### src/rtl/remap_pkg.sv
package remap_pkg;
  localparam int PIX_W  = 8;
  localparam int FRAC_W = 4;
  localparam int CRD_W  = 11;
  localparam int ENT_W  = 2*CRD_W + 2*FRAC_W;
  localparam int ONE    = 1 << FRAC_W;
  localparam int ACC_W  = PIX_W + 2*FRAC_W + 2;

  typedef logic [PIX_W-1:0]  pix_t;
  typedef logic [FRAC_W-1:0] frac_t;

  typedef struct packed {
    logic [CRD_W-1:0] x;
    logic [CRD_W-1:0] y;
    frac_t            fx;
    frac_t            fy;
  } ent_t;

  typedef enum logic [2:0] {
    ST_IDLE, ST_LUT, ST_LWAIT, ST_FETCH, ST_DRAIN, ST_OUT, ST_DONE
  } st_e;

  function automatic pix_t blend4(pix_t p00, pix_t p10, pix_t p01, pix_t p11,
                                  frac_t fx, frac_t fy);
    logic [ACC_W-1:0] bx, by, ax, ay, acc;
    logic [ACC_W-1:0] rnd;
    bx  = ACC_W'(fx);
    by  = ACC_W'(fy);
    ax  = ACC_W'(ONE) - bx;
    ay  = ACC_W'(ONE) - by;
    rnd = ACC_W'(1) << (2*FRAC_W - 1);
    acc = ax*ay*ACC_W'(p00) + bx*ay*ACC_W'(p10)
        + ax*by*ACC_W'(p01) + bx*by*ACC_W'(p11) + rnd;
    return pix_t'(acc >> (2*FRAC_W));
  endfunction

  function automatic pix_t pick_near(pix_t p00, pix_t p10, pix_t p01, pix_t p11,
                                     frac_t fx, frac_t fy);
    case ({fy[FRAC_W-1], fx[FRAC_W-1]})
      2'b00:   return p00;
      2'b01:   return p10;
      2'b10:   return p01;
      default: return p11;
    endcase
  endfunction
endpackage

### src/rtl/remap_walk.sv
module remap_walk import remap_pkg::*; #(
  parameter int DST_W = 1600,
  parameter int TAW   = 21
) (
  input  logic             clk,
  input  logic             rst_n,
  input  logic             load,
  input  logic             step,
  input  logic [CRD_W-1:0] wx,
  input  logic [CRD_W-1:0] wy,
  input  logic [CRD_W-1:0] ww,
  input  logic [CRD_W-1:0] wh,
  output logic [TAW-1:0]   tbl_addr,
  output logic             last,
  output logic             empty
);
  logic [CRD_W-1:0] ox, oy, w_q, h_q, cx, cy;

  always_ff @(posedge clk) begin
    if (!rst_n) begin
      ox <= '0; oy <= '0; w_q <= '0; h_q <= '0; cx <= '0; cy <= '0;
    end else if (load) begin
      ox <= wx; oy <= wy; w_q <= ww; h_q <= wh; cx <= '0; cy <= '0;
    end else if (step) begin
      if (cx == w_q - 1'b1) begin
        cx <= '0;
        cy <= cy + 1'b1;
      end else begin
        cx <= cx + 1'b1;
      end
    end
  end

  assign tbl_addr = (TAW'(oy) + TAW'(cy)) * TAW'(DST_W) + TAW'(ox) + TAW'(cx);
  assign last     = (cx == w_q - 1'b1) && (cy == h_q - 1'b1);
  assign empty    = (ww == '0) || (wh == '0);

  // the raster walk never advances past the last window row
  p_row_bound_r8: assert property (@(posedge clk) disable iff (!rst_n)
    step |-> (cy < h_q));
endmodule

### src/rtl/remap_gather.sv
module remap_gather import remap_pkg::*; #(
  parameter int SRC_W = 1600,
  parameter int SRC_H = 1200,
  parameter int SAW   = 21
) (
  input  logic           clk,
  input  logic           rst_n,
  input  logic           ent_ld,
  input  ent_t           ent_in,
  input  logic           issue,
  input  logic [1:0]     slot,
  input  logic           cap_en,
  input  logic [1:0]     cap_slot,
  input  pix_t           src_data,
  output logic [SAW-1:0] src_addr,
  output ent_t           ent_q,
  output pix_t [3:0]     smp
);
  localparam logic [CRD_W-1:0] X_LAST = CRD_W'(SRC_W - 1);
  localparam logic [CRD_W-1:0] Y_LAST = CRD_W'(SRC_H - 1);

  logic [CRD_W-1:0] x_nb, y_nb, x_sel, y_sel;

  always_ff @(posedge clk) begin
    if (!rst_n) begin
      ent_q <= '0;
      smp   <= '0;
    end else begin
      if (ent_ld) ent_q <= ent_in;
      if (cap_en) smp[cap_slot] <= src_data;
    end
  end

  // neighbour coordinates, held at the frame edge
  assign x_nb  = (ent_q.x >= X_LAST) ? ent_q.x : ent_q.x + 1'b1;
  assign y_nb  = (ent_q.y >= Y_LAST) ? ent_q.y : ent_q.y + 1'b1;
  assign x_sel = slot[0] ? x_nb : ent_q.x;
  assign y_sel = slot[1] ? y_nb : ent_q.y;
  assign src_addr = SAW'(y_sel) * SAW'(SRC_W) + SAW'(x_sel);

  // in-frame entries never produce an address outside the frame
  p_addr_in_frame_r5: assert property (@(posedge clk) disable iff (!rst_n)
    (issue && ent_q.x <= X_LAST && ent_q.y <= Y_LAST) |-> (src_addr < SAW'(SRC_W*SRC_H)));
endmodule

### src/rtl/lut_remap.sv
module lut_remap import remap_pkg::*; #(
  parameter int SRC_W = 1600,
  parameter int SRC_H = 1200,
  parameter int DST_W = 1600,
  parameter int DST_H = 1200,
  localparam int SAW  = $clog2(SRC_W*SRC_H),
  localparam int TAW  = $clog2(DST_W*DST_H)
) (
  input  logic             clk,
  input  logic             rst_n,
  input  logic             start,
  input  logic             nn_sel,
  input  logic [CRD_W-1:0] win_x,
  input  logic [CRD_W-1:0] win_y,
  input  logic [CRD_W-1:0] win_w,
  input  logic [CRD_W-1:0] win_h,
  output logic             lut_rd,
  output logic [TAW-1:0]   lut_addr,
  input  logic [ENT_W-1:0] lut_data,
  output logic             src_rd,
  output logic [SAW-1:0]   src_addr,
  input  logic [PIX_W-1:0] src_data,
  output logic             pix_valid,
  output logic [PIX_W-1:0] pix_data,
  output logic             done,
  output logic             busy
);
  st_e        state;
  logic [1:0] slot, cap_slot;
  logic       rd_pend, nn_q;
  logic       last_px, empty_win;
  ent_t       ent_q;
  pix_t [3:0] smp;

  // named internal events
  logic accept_w, last_issue_w, step_w;
  assign accept_w     = (state == ST_IDLE) && start;
  assign last_issue_w = (state == ST_FETCH) && (slot == 2'd3);
  assign step_w       = (state == ST_OUT) && !last_px;

  always_ff @(posedge clk) begin
    if (!rst_n) begin
      state    <= ST_IDLE;
      slot     <= '0;
      cap_slot <= '0;
      rd_pend  <= 1'b0;
      nn_q     <= 1'b0;
    end else begin
      rd_pend  <= (state == ST_FETCH);
      cap_slot <= slot;
      case (state)
        ST_IDLE:  if (start) begin
                    nn_q  <= nn_sel;
                    state <= empty_win ? ST_DONE : ST_LUT;
                  end
        ST_LUT:   state <= ST_LWAIT;
        ST_LWAIT: begin
                    slot  <= '0;
                    state <= ST_FETCH;
                  end
        ST_FETCH: begin
                    slot <= slot + 1'b1;
                    if (slot == 2'd3) state <= ST_DRAIN;
                  end
        ST_DRAIN: state <= ST_OUT;
        ST_OUT:   state <= last_px ? ST_DONE : ST_LUT;
        default:  state <= ST_IDLE;
      endcase
    end
  end

  remap_walk #(.DST_W(DST_W), .TAW(TAW)) u_walk (
    .clk(clk), .rst_n(rst_n), .load(accept_w), .step(step_w),
    .wx(win_x), .wy(win_y), .ww(win_w), .wh(win_h),
    .tbl_addr(lut_addr), .last(last_px), .empty(empty_win)
  );

  remap_gather #(.SRC_W(SRC_W), .SRC_H(SRC_H), .SAW(SAW)) u_gather (
    .clk(clk), .rst_n(rst_n), .ent_ld(state == ST_LWAIT), .ent_in(ent_t'(lut_data)),
    .issue(src_rd), .slot(slot), .cap_en(rd_pend), .cap_slot(cap_slot),
    .src_data(src_data), .src_addr(src_addr), .ent_q(ent_q), .smp(smp)
  );

  assign lut_rd    = (state == ST_LUT);
  assign src_rd    = (state == ST_FETCH);
  assign pix_valid = (state == ST_OUT);
  assign done      = (state == ST_DONE);
  assign busy      = (state != ST_IDLE);
  assign pix_data  = nn_q ? pick_near(smp[0], smp[1], smp[2], smp[3], ent_q.fx, ent_q.fy)
                          : blend4(smp[0], smp[1], smp[2], smp[3], ent_q.fx, ent_q.fy);

  // an idle block drives no strobes
  p_idle_quiet_r1: assert property (@(posedge clk) disable iff (!rst_n)
    !busy |-> (!pix_valid && !src_rd && !lut_rd));
  // a pixel follows the fourth read by two cycles
  p_valid_after_fetch_r7: assert property (@(posedge clk) disable iff (!rst_n)
    pix_valid |-> $past(last_issue_w, 2));
  // valid lasts a single cycle
  p_valid_single_r7: assert property (@(posedge clk) disable iff (!rst_n)
    pix_valid |=> !pix_valid);
  // done is a one-cycle pulse
  p_done_pulse_r8: assert property (@(posedge clk) disable iff (!rst_n)
    done |=> !done);
  // done follows either the final pixel or an empty-window start
  p_done_cause_r9: assert property (@(posedge clk) disable iff (!rst_n)
    done |-> ($past(pix_valid) || $past(accept_w)));
  // a start seen while busy does not restart the walk
  p_busy_start_r10: assert property (@(posedge clk) disable iff (!rst_n)
    (busy && start && !done) |=> busy);
endmodule

### config.mk
export PLATFORM = sky130hd
export DESIGN_NAME = lut_remap
export DESIGN_NICKNAME = d
export VERILOG_FILES = /design/src/rtl/remap_pkg.sv /design/src/rtl/remap_walk.sv /design/src/rtl/remap_gather.sv /design/src/rtl/lut_remap.sv
export SDC_FILE = /design/constraint.sdc
export NUM_CORES = 1
export LEC_CHECK = 0
export CAP_MARGIN = 0
export CORE_ASPECT_RATIO = 1.25
export CORE_MARGIN = 2
export CORE_UTILIZATION = 25
export DETAILED_ROUTE_END_ITERATION = 8
export HOLD_SLACK_MARGIN = 0.06
export PLACE_DENSITY_LB_ADDON = 0.12
export SLEW_MARGIN = 20
export SYNTH_ARGS = -nofsm -noshare
export SYNTH_HDL_FRONTEND = slang
export SYNTH_HIERARCHICAL = 1
export SYNTH_SLANG_ARGS = --single-unit
### constraint.sdc
create_clock -name clk -period 14.7 [get_ports clk]
set_input_delay 1.47 -clock clk [delete_from_list [all_inputs] [get_ports clk]]
set_output_delay 1.47 -clock clk [all_outputs]
set_load 0.05 [all_outputs]
* After elaboration in Yosys (flattened, before gate mapping)
Index checks and enable logic that the tools add are counted.
Storage, ports and cells: bits in registers 137, word-level logic and storage cells 96
Cells by class: multiply operators 10, multiplexer cells 16, reductions and logical operators 16, $lt $le $gt $ge 4, bitwise operators 1, equal/unequal tests 13, add/subtract/negate cells 17
Operators with widths (number):
- $add A21 B11 Y21 | 3
- $mux W11 | 5
- $add A16 B16 Y16 | 3
- $add A11 B1 Y11 const B | 4
- $bwmux W32 | 1
- $mul A11 B9 Y16 | 2
- $pmux W8 S3 | 1
- $eq A11 B11 Y1 | 2
- $ge A11 B11 Y1 const B | 2
- $logic_not A11 Y1 | 2
- $sub A11 B1 Y11 const B | 2
- $mul A21 B5 Y15 const B | 1
- $pmux W3 S6 | 1
- $add A16 B8 Y16 const B | 1
- $demux W8 S2 | 1
- $mul A12 B9 Y16 | 1
- $mul A8 B8 Y16 | 1
- $mux W8 | 2
- $mul A11 B5 Y15 const B | 1
- $add A11 B11 Y12 | 1
- $mul A6 B6 Y12 | 1
- $mux W3 | 4
- $sub A5 B4 Y6 const A | 2
- $mul A5 B6 Y11 | 1
- 23 further kinds | 32

* Depth between registers and ports, before layout
word-level depth 8, mapped depth 39

* Modules after synthesis
The synthesis kept the hierarchy.
Modules (own cells, without submodules):
- lut_remap | cells an instance 1499, area each 13407.9 um^2, seq. area each 180.2 um^2, instances 1
- remap_walk | cells an instance 695, area each 5898.2 um^2, seq. area each 1321.3 um^2, instances 1
- remap_gather | cells an instance 454, area each 4342.9 um^2, seq. area each 1241.2 um^2, instances 1

* Worst setup path after synthesis
No wires, ideal clock.
path kind register -> output, start register u_gather/ent_q[4] (netlist name), end output pix_data[7], data arrival time 10.328 ns, data required time 13.230 ns, cell stages (with the launch flop) 35, path buffers 0, slack 2.902 ns, path through dfxtp_1 -> inv_1 -> ha_1 -> nor3b_1 -> nand2_1 -> fa_1 -> inv_1 -> ha_1 -> inv_1 -> fa_1 -> inv_1 -> fa_1 -> a211oi_1 -> o21ai_0 -> a21oi_1 -> xnor2_1 -> nand2_1 -> fa_1 -> inv_1 -> fa_1 -> fa_1 -> ha_1 -> fa_1 -> inv_1 -> fa_1 -> fa_1 -> inv_1 -> fa_1 -> xnor2_1 -> xnor2_1 -> xnor3_1 -> xnor3_1 -> xnor3_1 -> xnor3_1 -> a21oi_1
Between the ends: longest elaborated chain between the ends 8
Ends and longest elaborated chain:
- $sub A5 B4 Y6 | line remap_pkg.sv:29 | ax = ACC_W'(ONE) - bx;
- $mul A6 B6 Y12 | line remap_pkg.sv:32 | acc = ax*ay*ACC_W'(p00) + bx*ay*ACC_W'(p10)
- $mul A12 B9 Y16 | line remap_pkg.sv:32
- $add A16 B16 Y16 | line remap_pkg.sv:32
- $add A16 B16 Y16 | line remap_pkg.sv:33 | + ax*by*ACC_W'(p01) + bx*by*ACC_W'(p11) + rnd;
- $add A16 B16 Y16 (*) | line remap_pkg.sv:33
- $add A16 B8 Y16 (*) | line remap_pkg.sv:33
- $mux W8 (*) | line lut_remap.sv:89 | assign pix_data = nn_q ? pick_near(smp[0], smp[1], smp[2], smp[3], ent_q.fx, ent_q.fy)
- end, declared | line lut_remap.sv:24 | output logic [PIX_W-1:0] pix_data,
Mark *: on every way between the ends. The rest lies on a longest branch, timed or not.

* Worst setup path in the final report
start register u_gather/ent_q[7] (netlist name), end output pix_data[7]
Between the ends: longest elaborated chain between the ends 8
Ends and longest elaborated chain (line):
- $sub A5 B4 Y6 | remap_pkg.sv:29
- $mul A6 B6 Y12 | remap_pkg.sv:32
- $mul A12 B9 Y16 | remap_pkg.sv:32
- $add A16 B16 Y16 | remap_pkg.sv:32
- $add A16 B16 Y16 (2 in a row) | remap_pkg.sv:33
- $add A16 B8 Y16 | remap_pkg.sv:33
- $mux W8 (*) | lut_remap.sv:89
Marked as above.

==> flow_summary.yaml <==
worst_setup_path:
  worstSetupPathType: "register to primary output"
  endpoint_kind: "primary output"
  ff2ff_setup_slack_ps: 10430
  critPathLaunchType: "register"
  critical_path.max_stage_delay_ps: 830
  cp.arrival_ps: 12270
  crit_fanout: 19
  worstPathRequired_ps: 13230
  cpMostUsedCell: "fa_1"
  critPathSlowestCell: "clkdlybuf4s50_1"
place:
  dp.cells: 3944
  hpwl_um: 62100
  port_buffers: 140
  finalWeightedCongestion: 0.868
min_path:
  hp-class: "register to register"
timing:
  fin_crit_sh_pct: 93.5
  fin_setup_tns_ps: 0
  timing.fmax_ghz: 0.0728
  skew_ps: 9.67
  maxSlewViolCount: 0
  hold_viol: 0
  finalSetupViolCount: 0
  post-route-min-period_ps: 13740
  rsz0062_at_grt: "no"
  slew_headroom_pct: 28.4
  tightest_slew_ps: 1070
yosys:
  synth_top_flop_cell: "dfxtp_1"
  synthesis.area_mm2: 0.0236
  synth_enable_flop_cells: 0
  synth_area_leader_cell: "fa_1"
  syn_inst: 2648
  synth_cell_types: 83
  synth_nets: 3335
  synth-seq-cells: 137
  synth_area_leaders: "fa_1 (25%), ha_1 (16%), dfxtp_1 (12%)"
  avgSynthCellArea_um2: 8.93
  async_flop_share_pct: 0
  ys_seq_area_share_pct: 11.6
  synth_top_area_share_pct: 25.3
  ys_warn_count: 6
routing:
  antenna_left: 0
  wirelength_um: 73800
  top_layer: "met5"
  drc: 0
  drtPass1Iterations: 5
  met2_wirelength_um: 38800
  wl_met3_um: 2210
  viasPerCell: 4.56
  drt_iter0_drc: 626
  wl_per_cell_um: 18.6
  wl_met1_um: 31000
  via_count: 18100
floorplan:
  die_h_um: 348
  io_pins: 141
  die_area_mm2: 0.0971
  start_util_pct: 25.1
  die_w_um: 279
  std_cell_rows: 126
  coreArea_mm2: 0.0941
cts:
  holdBufCountCts: 0
  cts_tree: "done"
  post_cts_buffers: 0
  cts_repair_resize_count: 0
  clk_pin_slew_ps: 70
  cts_htree_levels: 4
  clock_path_buffers: 2
  clock_sinks: 137
  cts_buffers: 17
  cts_root_buf: "clkbuf_16"
  insertion_delay_ps: 450
pwr:
  p_leak_uw: 0.0130
  irDropWorstVdd_mv: 0.0843
  p_per_area_mw_per_mm2: 53.7
grt:
  grt_usage_pct: 15.5
  grt_max_degree: 87
  grt_pass1_vias: 19600
  grt_pass1_wl_um: 115000
  antenna_found_initial: 7
  globalRouteOverflowTotal: 0
layout:
  syn2layout_area_growth_pct: 14.2
  nets: 3434
  seqCellArea_mm2: 0.00274
  final_layout_size_suffix_gt1_share_pct: 3.55
  layout.cells.non_filler: 3977
  nFillCells: 9961
  multiInputGateArea_mm2: 0.0188
run:
  cap_violations: 0
run_status:
  status: "finished, final reports clean"
-- cells in the mapped netlist, types with 5 or more instances --
cell,instances
a21o_1,26
a21oi_1,73
buf_2,5
a31oi_1,11
o21a_1,7
nor2_1,86
xnor2_1,105
nor4_1,8
buf_1,5
o211ai_1,10
a221oi_1,5
mux2i_1,110
nand3_1,29
mux4_2,8
o21bai_1,9
ha_1,302
fa_1,299
nand2_1,195
o31ai_1,8
nand3b_1,9
and4_1,6
a211o_1,6
nor3b_1,11
and2_1,195
nor3_1,29
and3_1,38
a211oi_1,9
nor2b_1,129
xor2_1,52
or4_1,6
nand4_1,23
clkbuf_1,71
dfxtp_1,137
or2_2,7
a22oi_1,5
inv_1,467
or3_1,15
nand2b_1,18
o21ai_0,40
-- layer usage --
metal | vias up | GRT usage, %
met5 | - | 0
met4 | 8 | 4.24
met3 | 86 | 1.93
met2 | 303 | 28.9
met1 | 9025 | 18.3
li1 | 8722 | -
-- metrics by stage --
step	hold WS, ps	utilization, %	total power (uW)	worst slack [ps]	area (um^2)
global route	545	28.7	1540	260	27000
global placement	502	28.1	1030	1400	26400
floorplan	457	-	831	2900	23600
finish	522	28.7	1450	961	27000
CTS	526	28.7	1470	833	27000
detailed placement	508	28.1	1030	1350	26400
-- cell usage in the layout (no fill, tap or decap), types with 105 or more instances in the layout --
cell type,instances
inv_1,467
ha_1,302
fa_1,299
and2_1,195
nand2_1,195
clkdlybuf4s50_1,139
dfxtp_1,137
nor2b_1,129
mux2i_1,110
xnor2_1,105
-- cells by family (layout without fill, tap and decap cells) --
family | after synthesis | in the layout | share of synthesized area, %
adders and majority gates | 601 | 601 | 41.3
other | 0 | 1 | 0
xor gates and xnor gates | 161 | 161 | 6.20
DFF | 137 | 137 | 11.6
and+or+nand+nor | 825 | 825 | 19.1
AOI/OAI and AO/OA | 252 | 252 | 7.39
buffers and inverters | 550 | 662 | 8.82
muxes | 122 | 122 | 5.61
-- final timing paths --
check                                       start            end  cells past startpoint
worst max-delay path            u_gather/ent_q[7]    pix_data[7]                     33
worst min-delay path                u_walk/cx[10]  u_walk/cx[10]                      2
worst max register to register      u_walk/w_q[0]   u_walk/cx[8]                     15
worst min register to register      u_walk/cx[10]  u_walk/cx[10]                      2
-- flip-flops by register name, summed over array words and instances, names as in the netlist --
signal and cells:
u_walk/cy 11, cap_slot 2, state 3, u_walk/h_q 11, u_walk/ox 11, u_gather/smp 32
u_walk/cx 11, u_walk/w_q 11, nn_q 1, u_gather/ent_q 30, slot 2, u_walk/oy 11
rd_pend 1
-- where the power goes --
part | internal, uW | switching [uW] | total (uW)
clock | 226 | 202 | 429
combinational | 233 | 370 | 603
sequential | 388 | 28.9 | 417
-- worst max-delay path, delay by kind of cell (launching register included) --
kind / cells / cell delay, ps
adder cells (fa/ha/maj): 12 / 5680
XOR/XNOR: 7 / 2220
flip-flops: 1 / 650
buffers and inverters: 7 / 1170
AND/OR/NAND/NOR: 3 / 1180
AO/OA/AOI/OAI: 4 / 940
-- cell type report --
cell class	instances	area share, %
clock inverters	15	0.542
clock buffers	17	1.58
diodes	1	0.00927
multi-input cells	1961	69.8
repair buffers	163	5.82
well taps	1216	5.63
flip-flops and latches	137	10.2
inverters	467	6.49
No activity file was read; power rests on OpenSTA's default activity.
